===== config.mk =====
export PLATFORM = sky130hd
export DESIGN_NAME = fir_ci_unit
export DESIGN_NICKNAME = d
export VERILOG_FILES = /design/src/rtl/fir_ci_pkg.sv /design/src/rtl/fir_ci_ctrl.sv /design/src/rtl/fir_ci_taps.sv /design/src/rtl/fir_ci_mac.sv /design/src/rtl/fir_ci_unit.sv
export SDC_FILE = /design/constraint.sdc
export NUM_CORES = 2
export LEC_CHECK = 0
export BUFFER_PORTS_ARGS = -buffer_cell sky130_fd_sc_hd__buf_4
export CAP_MARGIN = 20
export CORE_ASPECT_RATIO = 1.2
export CORE_MARGIN = 5
export CORE_UTILIZATION = 35
export DETAILED_ROUTE_END_ITERATION = 8
export PLACE_DENSITY_LB_ADDON = 0.2
export SYNTH_ARGS = -nofsm -noshare
export SYNTH_HDL_FRONTEND = slang
export SYNTH_SLANG_ARGS = --single-unit

===== constraint.sdc =====
create_clock -name clk -period 31 [get_ports clk]
set_clock_uncertainty 0.1 [all_clocks]
set_input_delay 4.65 -clock clk [delete_from_list [all_inputs] [get_ports clk]]
set_output_delay 4.65 -clock clk [all_outputs]
set_load 0.005 [all_outputs]

===== src/rtl/fir_ci_pkg.sv =====
package fir_ci_pkg;

    typedef enum logic [1:0] {
        ST_IDLE,
        ST_MAC,
        ST_SAT,
        ST_DONE
    } ci_state_t;

    localparam int OPC_CLEAR = 0;
    localparam int OPC_COEF  = 1;
    localparam int OPC_PUSH  = 2;

    // Reset values of the coefficient slots (symmetric low-pass shape).
    function automatic int default_coef(input int idx);
        case (idx)
            2, 7:    return 16;
            3, 6:    return 64;
            4, 5:    return 127;
            default: return 0;
        endcase
    endfunction

endpackage


===== src/rtl/fir_ci_ctrl.sv =====
module fir_ci_ctrl
    import fir_ci_pkg::*;
#(
    parameter int TAPS  = 10,
    parameter int OP_W  = 8,
    parameter int IDX_W = $clog2(TAPS)
) (
    input  logic             clk,
    input  logic             clk_en,
    input  logic             reset,
    input  logic             start_i,
    input  logic [OP_W-1:0]  op_i,
    output logic             accept_o,
    output logic             clr_o,
    output logic             wr_o,
    output logic             push_o,
    output logic             mac_en_o,
    output logic             sat_en_o,
    output logic             done_o,
    output logic [IDX_W-1:0] tap_o
);

    localparam logic [IDX_W-1:0] LAST_TAP = IDX_W'(TAPS - 1);

    ci_state_t        state_q, state_d;
    logic [IDX_W-1:0] tap_q;

    // next-state logic
    always_comb begin
        state_d = state_q;
        unique case (state_q)
            ST_IDLE: begin
                if (start_i) begin
                    if (op_i == OP_W'(OPC_PUSH)) state_d = ST_MAC;
                    else                         state_d = ST_DONE;
                end
            end
            ST_MAC:  if (tap_q == LAST_TAP) state_d = ST_SAT;
            ST_SAT:  state_d = ST_DONE;
            ST_DONE: state_d = ST_IDLE;
            default: state_d = ST_IDLE;
        endcase
    end

    // state register and tap counter
    always_ff @(posedge clk) begin
        if (reset) begin
            state_q <= ST_IDLE;
            tap_q   <= '0;
        end else if (clk_en) begin
            state_q <= state_d;
            if (state_q == ST_MAC) tap_q <= tap_q + 1'b1;
            else                   tap_q <= '0;
        end
    end

    // outputs
    always_comb begin
        accept_o = (state_q == ST_IDLE) && start_i && clk_en;
        clr_o    = accept_o && (op_i == OP_W'(OPC_CLEAR));
        wr_o     = accept_o && (op_i == OP_W'(OPC_COEF));
        push_o   = accept_o && (op_i == OP_W'(OPC_PUSH));
        mac_en_o = (state_q == ST_MAC) && clk_en;
        sat_en_o = (state_q == ST_SAT) && clk_en;
        done_o   = (state_q == ST_DONE);
        tap_o    = tap_q;
    end

    assert_done_pulse_R4: assert property (@(posedge clk) disable iff (reset)
        (done_o && clk_en) |=> !done_o);

    assert_sat_then_done_R3: assert property (@(posedge clk) disable iff (reset)
        (state_q == ST_SAT && clk_en) |=> done_o);

    assert_busy_ignore_R6: assert property (@(posedge clk) disable iff (reset)
        (start_i && clk_en && state_q == ST_MAC && tap_q != LAST_TAP)
        |=> (state_q == ST_MAC && tap_q == $past(tap_q) + 1'b1));

    assert_hold_state_R5: assert property (@(posedge clk) disable iff (reset)
        !clk_en |=> ($stable(state_q) && $stable(tap_q)));

endmodule


===== src/rtl/fir_ci_taps.sv =====
module fir_ci_taps
    import fir_ci_pkg::*;
#(
    parameter int TAPS   = 10,
    parameter int DATA_W = 32,
    parameter int SEL_W  = 4,
    parameter int IDX_W  = $clog2(TAPS)
) (
    input  logic                     clk,
    input  logic                     clk_en,
    input  logic                     reset,
    input  logic                     clr_i,
    input  logic                     wr_i,
    input  logic                     push_i,
    input  logic [SEL_W-1:0]         wr_idx_i,
    input  logic signed [DATA_W-1:0] wr_val_i,
    input  logic signed [DATA_W-1:0] push_val_i,
    input  logic [IDX_W-1:0]         rd_idx_i,
    output logic signed [DATA_W-1:0] smp_o,
    output logic signed [DATA_W-1:0] cf_o
);

    logic signed [DATA_W-1:0] dl_q [TAPS];
    logic signed [DATA_W-1:0] cf_q [TAPS];

    for (genvar g = 0; g < TAPS; g++) begin : g_stage
        if (g == 0) begin : g_head
            always_ff @(posedge clk) begin
                if (reset)                dl_q[g] <= '0;
                else if (clk_en && clr_i) dl_q[g] <= '0;
                else if (clk_en && push_i) dl_q[g] <= push_val_i;
            end
        end else begin : g_body
            always_ff @(posedge clk) begin
                if (reset)                dl_q[g] <= '0;
                else if (clk_en && clr_i) dl_q[g] <= '0;
                else if (clk_en && push_i) dl_q[g] <= dl_q[g-1];
            end
        end

        always_ff @(posedge clk) begin
            if (reset)
                cf_q[g] <= DATA_W'(default_coef(g));
            else if (clk_en && wr_i && wr_idx_i == SEL_W'(g))
                cf_q[g] <= wr_val_i;
        end

        assert_hold_hist_R5: assert property (@(posedge clk) disable iff (reset)
            !clk_en |=> ($stable(dl_q[g]) && $stable(cf_q[g])));

        assert_clear_keeps_coef_R11: assert property (@(posedge clk) disable iff (reset)
            (clr_i && clk_en) |=> (dl_q[g] == '0 && $stable(cf_q[g])));
    end

    assign smp_o = dl_q[rd_idx_i];
    assign cf_o  = cf_q[rd_idx_i];

endmodule


===== src/rtl/fir_ci_mac.sv =====
module fir_ci_mac #(
    parameter int DATA_W = 32,
    parameter int SHIFT  = 12,
    parameter int ACC_W  = 2 * DATA_W + 4
) (
    input  logic                     clk,
    input  logic                     clk_en,
    input  logic                     reset,
    input  logic                     accept_i,
    input  logic                     mac_en_i,
    input  logic                     sat_en_i,
    input  logic signed [DATA_W-1:0] smp_i,
    input  logic signed [DATA_W-1:0] cf_i,
    output logic [DATA_W-1:0]        res_o
);

    localparam logic signed [ACC_W-1:0] MAX_V =
        {{(ACC_W - DATA_W + 1){1'b0}}, {(DATA_W - 1){1'b1}}};
    localparam logic signed [ACC_W-1:0] MIN_V =
        {{(ACC_W - DATA_W + 1){1'b1}}, {(DATA_W - 1){1'b0}}};

    logic signed [ACC_W-1:0]      acc_q;
    logic signed [2*DATA_W-1:0]   prod;
    logic signed [ACC_W-1:0]      shifted;
    logic [DATA_W-1:0]            clamped;

    assign prod    = smp_i * cf_i;
    assign shifted = acc_q >>> SHIFT;

    always_comb begin
        if (shifted > MAX_V)      clamped = MAX_V[DATA_W-1:0];
        else if (shifted < MIN_V) clamped = MIN_V[DATA_W-1:0];
        else                      clamped = shifted[DATA_W-1:0];
    end

    always_ff @(posedge clk) begin
        if (reset) begin
            acc_q <= '0;
            res_o <= '0;
        end else if (clk_en) begin
            if (accept_i) begin
                acc_q <= '0;
                res_o <= '0;
            end else begin
                if (mac_en_i) acc_q <= acc_q + ACC_W'(prod);
                if (sat_en_i) res_o <= clamped;
            end
        end
    end

    assert_hold_acc_R5: assert property (@(posedge clk) disable iff (reset)
        !clk_en |=> ($stable(acc_q) && $stable(res_o)));

    assert_clear_on_accept_R8: assert property (@(posedge clk) disable iff (reset)
        accept_i |=> (acc_q == '0));

endmodule


===== src/rtl/fir_ci_unit.sv =====
module fir_ci_unit
    import fir_ci_pkg::*;
#(
    parameter int DATA_W = 32,
    parameter int OP_W   = 8,
    parameter int TAPS   = 10,
    parameter int SEL_W  = 4,
    parameter int SHIFT  = 12
) (
    input  logic              clk,
    input  logic              clk_en,
    input  logic              reset,
    input  logic              start,
    input  logic [OP_W-1:0]   n,
    input  logic [DATA_W-1:0] dataa,
    input  logic [DATA_W-1:0] datab,
    output logic [DATA_W-1:0] result,
    output logic              done
);

    localparam int IDX_W = $clog2(TAPS);

    logic             accept, clr, wr, push, mac_en, sat_en;
    logic [IDX_W-1:0] tap;
    logic signed [DATA_W-1:0] smp, cf;

    fir_ci_ctrl #(.TAPS(TAPS), .OP_W(OP_W), .IDX_W(IDX_W)) u_ctrl (
        .clk      (clk),
        .clk_en   (clk_en),
        .reset    (reset),
        .start_i  (start),
        .op_i     (n),
        .accept_o (accept),
        .clr_o    (clr),
        .wr_o     (wr),
        .push_o   (push),
        .mac_en_o (mac_en),
        .sat_en_o (sat_en),
        .done_o   (done),
        .tap_o    (tap)
    );

    fir_ci_taps #(.TAPS(TAPS), .DATA_W(DATA_W), .SEL_W(SEL_W), .IDX_W(IDX_W)) u_taps (
        .clk        (clk),
        .clk_en     (clk_en),
        .reset      (reset),
        .clr_i      (clr),
        .wr_i       (wr),
        .push_i     (push),
        .wr_idx_i   (dataa[SEL_W-1:0]),
        .wr_val_i   (datab),
        .push_val_i (dataa),
        .rd_idx_i   (tap),
        .smp_o      (smp),
        .cf_o       (cf)
    );

    fir_ci_mac #(.DATA_W(DATA_W), .SHIFT(SHIFT)) u_mac (
        .clk      (clk),
        .clk_en   (clk_en),
        .reset    (reset),
        .accept_i (accept),
        .mac_en_i (mac_en),
        .sat_en_i (sat_en),
        .smp_i    (smp),
        .cf_i     (cf),
        .res_o    (result)
    );

    assert_short_op_R2: assert property (@(posedge clk) disable iff (reset)
        (accept && !push) |=> (done && result == '0));

    assert_accept_idle_R1: assert property (@(posedge clk) disable iff (reset)
        (done && clk_en) |-> !accept);

    assert_hold_port_R5: assert property (@(posedge clk) disable iff (reset)
        !clk_en |=> ($stable(result) && $stable(done)));

endmodule


==> impl_metrics.csv <==
group,metric,value,unit
layout,drive_above_1_share,9.54,%
layout,final_common_cell,"inv_1",
yosys,post_synth_num_cell_types,74,
clock_tree,cts_made_buffers,85,
floorplanning,initial_utilization,35.2,%
yosys,netlist_instances,6808,
detailed_routing,vias,48882,
placed_design,dp_cells,9478,
clock_tree,path_clk_slew,0.06,ns
global_route,grt_pass1_vias,54764,
setup_path,crit_fanout,42,
clock_tree,cts.htree.levels,3,
setup_path,cp_num_buf_inv,8,
global_route,grt_pass1_wl,349,mm
timing,slew_violations,0,
yosys,ys_seq_area_share,29.1,%
outcome,outcome,"finished clean",
yosys,muxShareOfSynthArea,5.57,%
layout,num-nets-final,8338,
placed_design,finalWeightedCongestion,0.898,
run,max_cap_violations,0,
layout,mostFrequentLayoutCells,"1318 x inv_1, 1252 x fa_1, 666 x and2_1, 640 x edfxtp_1, 634 x nand2_1",
yosys,async_flop_share,0,%
placed_design,portBuffers,108,
layout,instances_no_fill,9644,
yosys,synth_area,73600,sq um
setup_path,arrival,12.56,ns
yosys,synth_compound_area_share,4.25,%
timing,tightest_slew,1.28,ns
clock_tree,postCtsSetupBuffers,0,
placed_design,placement.cell_area,77900,sq um
detailed_routing,final_antenna_net_count,0,
clock_tree,clk_path_buf_depth,3,
yosys,syn-num-nets,8369,
setup_path,cp_slowest_cell,"a21oi_1",
detailed_routing,wire_per_inst,23.8,um
layout,syn_to_final_growth,9.56,%
hold_path,hold_class,"register to register",
clock_tree,insertion_delay,0.73,ns
timing,fmax,82.7,MHz
floorplanning,core_area,210000,sq um
setup_path,worstPathRequired,31.46,ns
setup_path,cp_top_family,"adder cells",
detailed_routing,wl,229,mm
floorplanning,rows,184,
timing,rsz0062_at_grt,"no",
setup_path,start_kind,"register",
layout,fill_cells,20724,
placed_design,hpwl,167,mm
global_route,overflow,0,
clock_tree,ctsRootBufferMaster,"clkbuf_16",
global_route,grt_max_degree,321,
setup_path,cp_slowest_stage_delay,0.99,ns
layout,design_area,80700,sq um
global_route,antenna_found_initial,18,
yosys,synth_top_family_by_area,"adder cells",
detailed_routing,drt-initial-drc-count,3199,
floorplanning,die_w,429,um
global_route,grtUsageTotal,21.2,%
detailed_routing,drc,0,
setup_path,crit_top_cell,"fa_1",
yosys,syn_area_per_cell,10.8,sq um
yosys,synth_edf_count,640,
floorplanning,fp.dieH,512,um
timing,hold_violations,0,
yosys,synth_fa_ha_area_share,38.0,%
floorplanning,die_area,220000,sq um
timing,finalSetupTns,0,ns
clock_tree,cts_sinks,750,
timing,finalSetupViolations,0,
detailed_routing,first_pass_iters,6,
timing,hold_slack,0.382,ns
timing,min_period,12.09,ns
clock_tree,post_cts_resized,0,
timing,period_share,39.0,%
setup_path,timing_worst_setup_path_type,"register to register",
detailed_routing,via_per_inst,5.07,
setup_path,endpoint_kind,"register",
clock_tree,postCtsHoldBufs,0,
yosys,ys.flop_type,"edfxtp_1",
floorplanning,ios,109,
clock_tree,cts_tree,"yes",
yosys,yosysWarnings,0,
yosys,synth_simple_gate_area_share,13.5,%
yosys,yosys.area_share.xor_xnor,0.832,%
yosys,synth_seq_cells,750,
timing,slew_headroom,14.4,%
## area by class of cell
class | instances | area [sq um] | share of cell area, %
tap | 2790 | 3490 | 4.33
antenna | 7 | 17.5 | 0.0217
timing repair buffer | 244 | 1880 | 2.33
sequential | 750 | 21400 | 26.6
multi-input combinational | 4376 | 46200 | 57.3
clock buffer | 109 | 2260 | 2.80
inverter | 1320 | 4950 | 6.14
clock inverter | 48 | 450 | 0.558
## routing by layer
layer | wire, um | vias to the layer above | track usage (%)
li1 | - | 21006 | -
met1 | 85100 | 25706 | 24.6
met2 | 116000 | 1599 | 37.5
met3 | 13300 | 561 | 3.26
met4 | 15200 | 10 | 11.6
met5 | 79 | - | 0
## cells in the mapped netlist, types with 107 or more instances
| library cell | n | area (sq um) |
|---|---|---|
| clkbuf_1 | 233 | 875 |
| fa_1 | 1252 | 25100 |
| ha_1 | 233 | 2920 |
| buf_2 | 107 | 536 |
| nor2_1 | 608 | 2280 |
| and2_1 | 666 | 4170 |
| a21oi_1 | 147 | 736 |
| nand2_1 | 635 | 2380 |
| inv_1 | 1320 | 4950 |
| mux4_2 | 128 | 2880 |
| dfxtp_1 | 110 | 2200 |
| edfxtp_1 | 640 | 19200 |
## worst reg2reg max path: cells and delay by family, from the launching register on
kind            cells  cell delay (ns)
flops               1             0.75
buf+inv             8             1.85
simple gates        4             0.65
mux                 3             1.20
fa+ha+maj           9             4.59
compound gates      6             2.83
## final timing paths
path / startpoint / end / slack (ns) / depth (start not counted)
worst max-delay path: register / u_mac.acc_q[61] / 18.91 / 30
worst min register to register: u_mac.acc_q[50] / u_mac.acc_q[50] / 0.38 / 2
worst min-delay path: u_mac.acc_q[50] / u_mac.acc_q[50] / 0.38 / 2
worst max register to register: register / u_mac.acc_q[61] / 18.91 / 30
## logic make-up (layout without fill, tap and decap cells)
logic type | after synthesis | count (layout)
simple gates | 2090 | 2090
buf+inv | 1682 | 1721
fa+ha+maj | 1485 | 1485
flops | 750 | 750
compound gates | 487 | 487
mux | 244 | 244
xor+xnor | 70 | 70
other cells | 0 | 7
## sequential cells by signal, indices dropped and copies added, names as in the netlist, named ones only
register / count
u_taps.dl_q: 320
u_ctrl.state_q: 2
u_mac.res_o: 32
u_taps.cf_q: 320
u_mac.acc_q: 68
u_ctrl.tap_o: 4
## stage by stage
stage	worst slack, ns	util [%]
2_1_floorplan	11.33	-
3_3_place_gp	18.97	37.2
3_5_place_dp	18.92	37.2
4_1_cts	18.90	38.5
5_1_grt	18.36	38.5
6_report	18.91	38.5
Power is left out: the tool's default activity adds up to more than one toggle a clock period on the data nets, which glitch-free logic cannot reach.
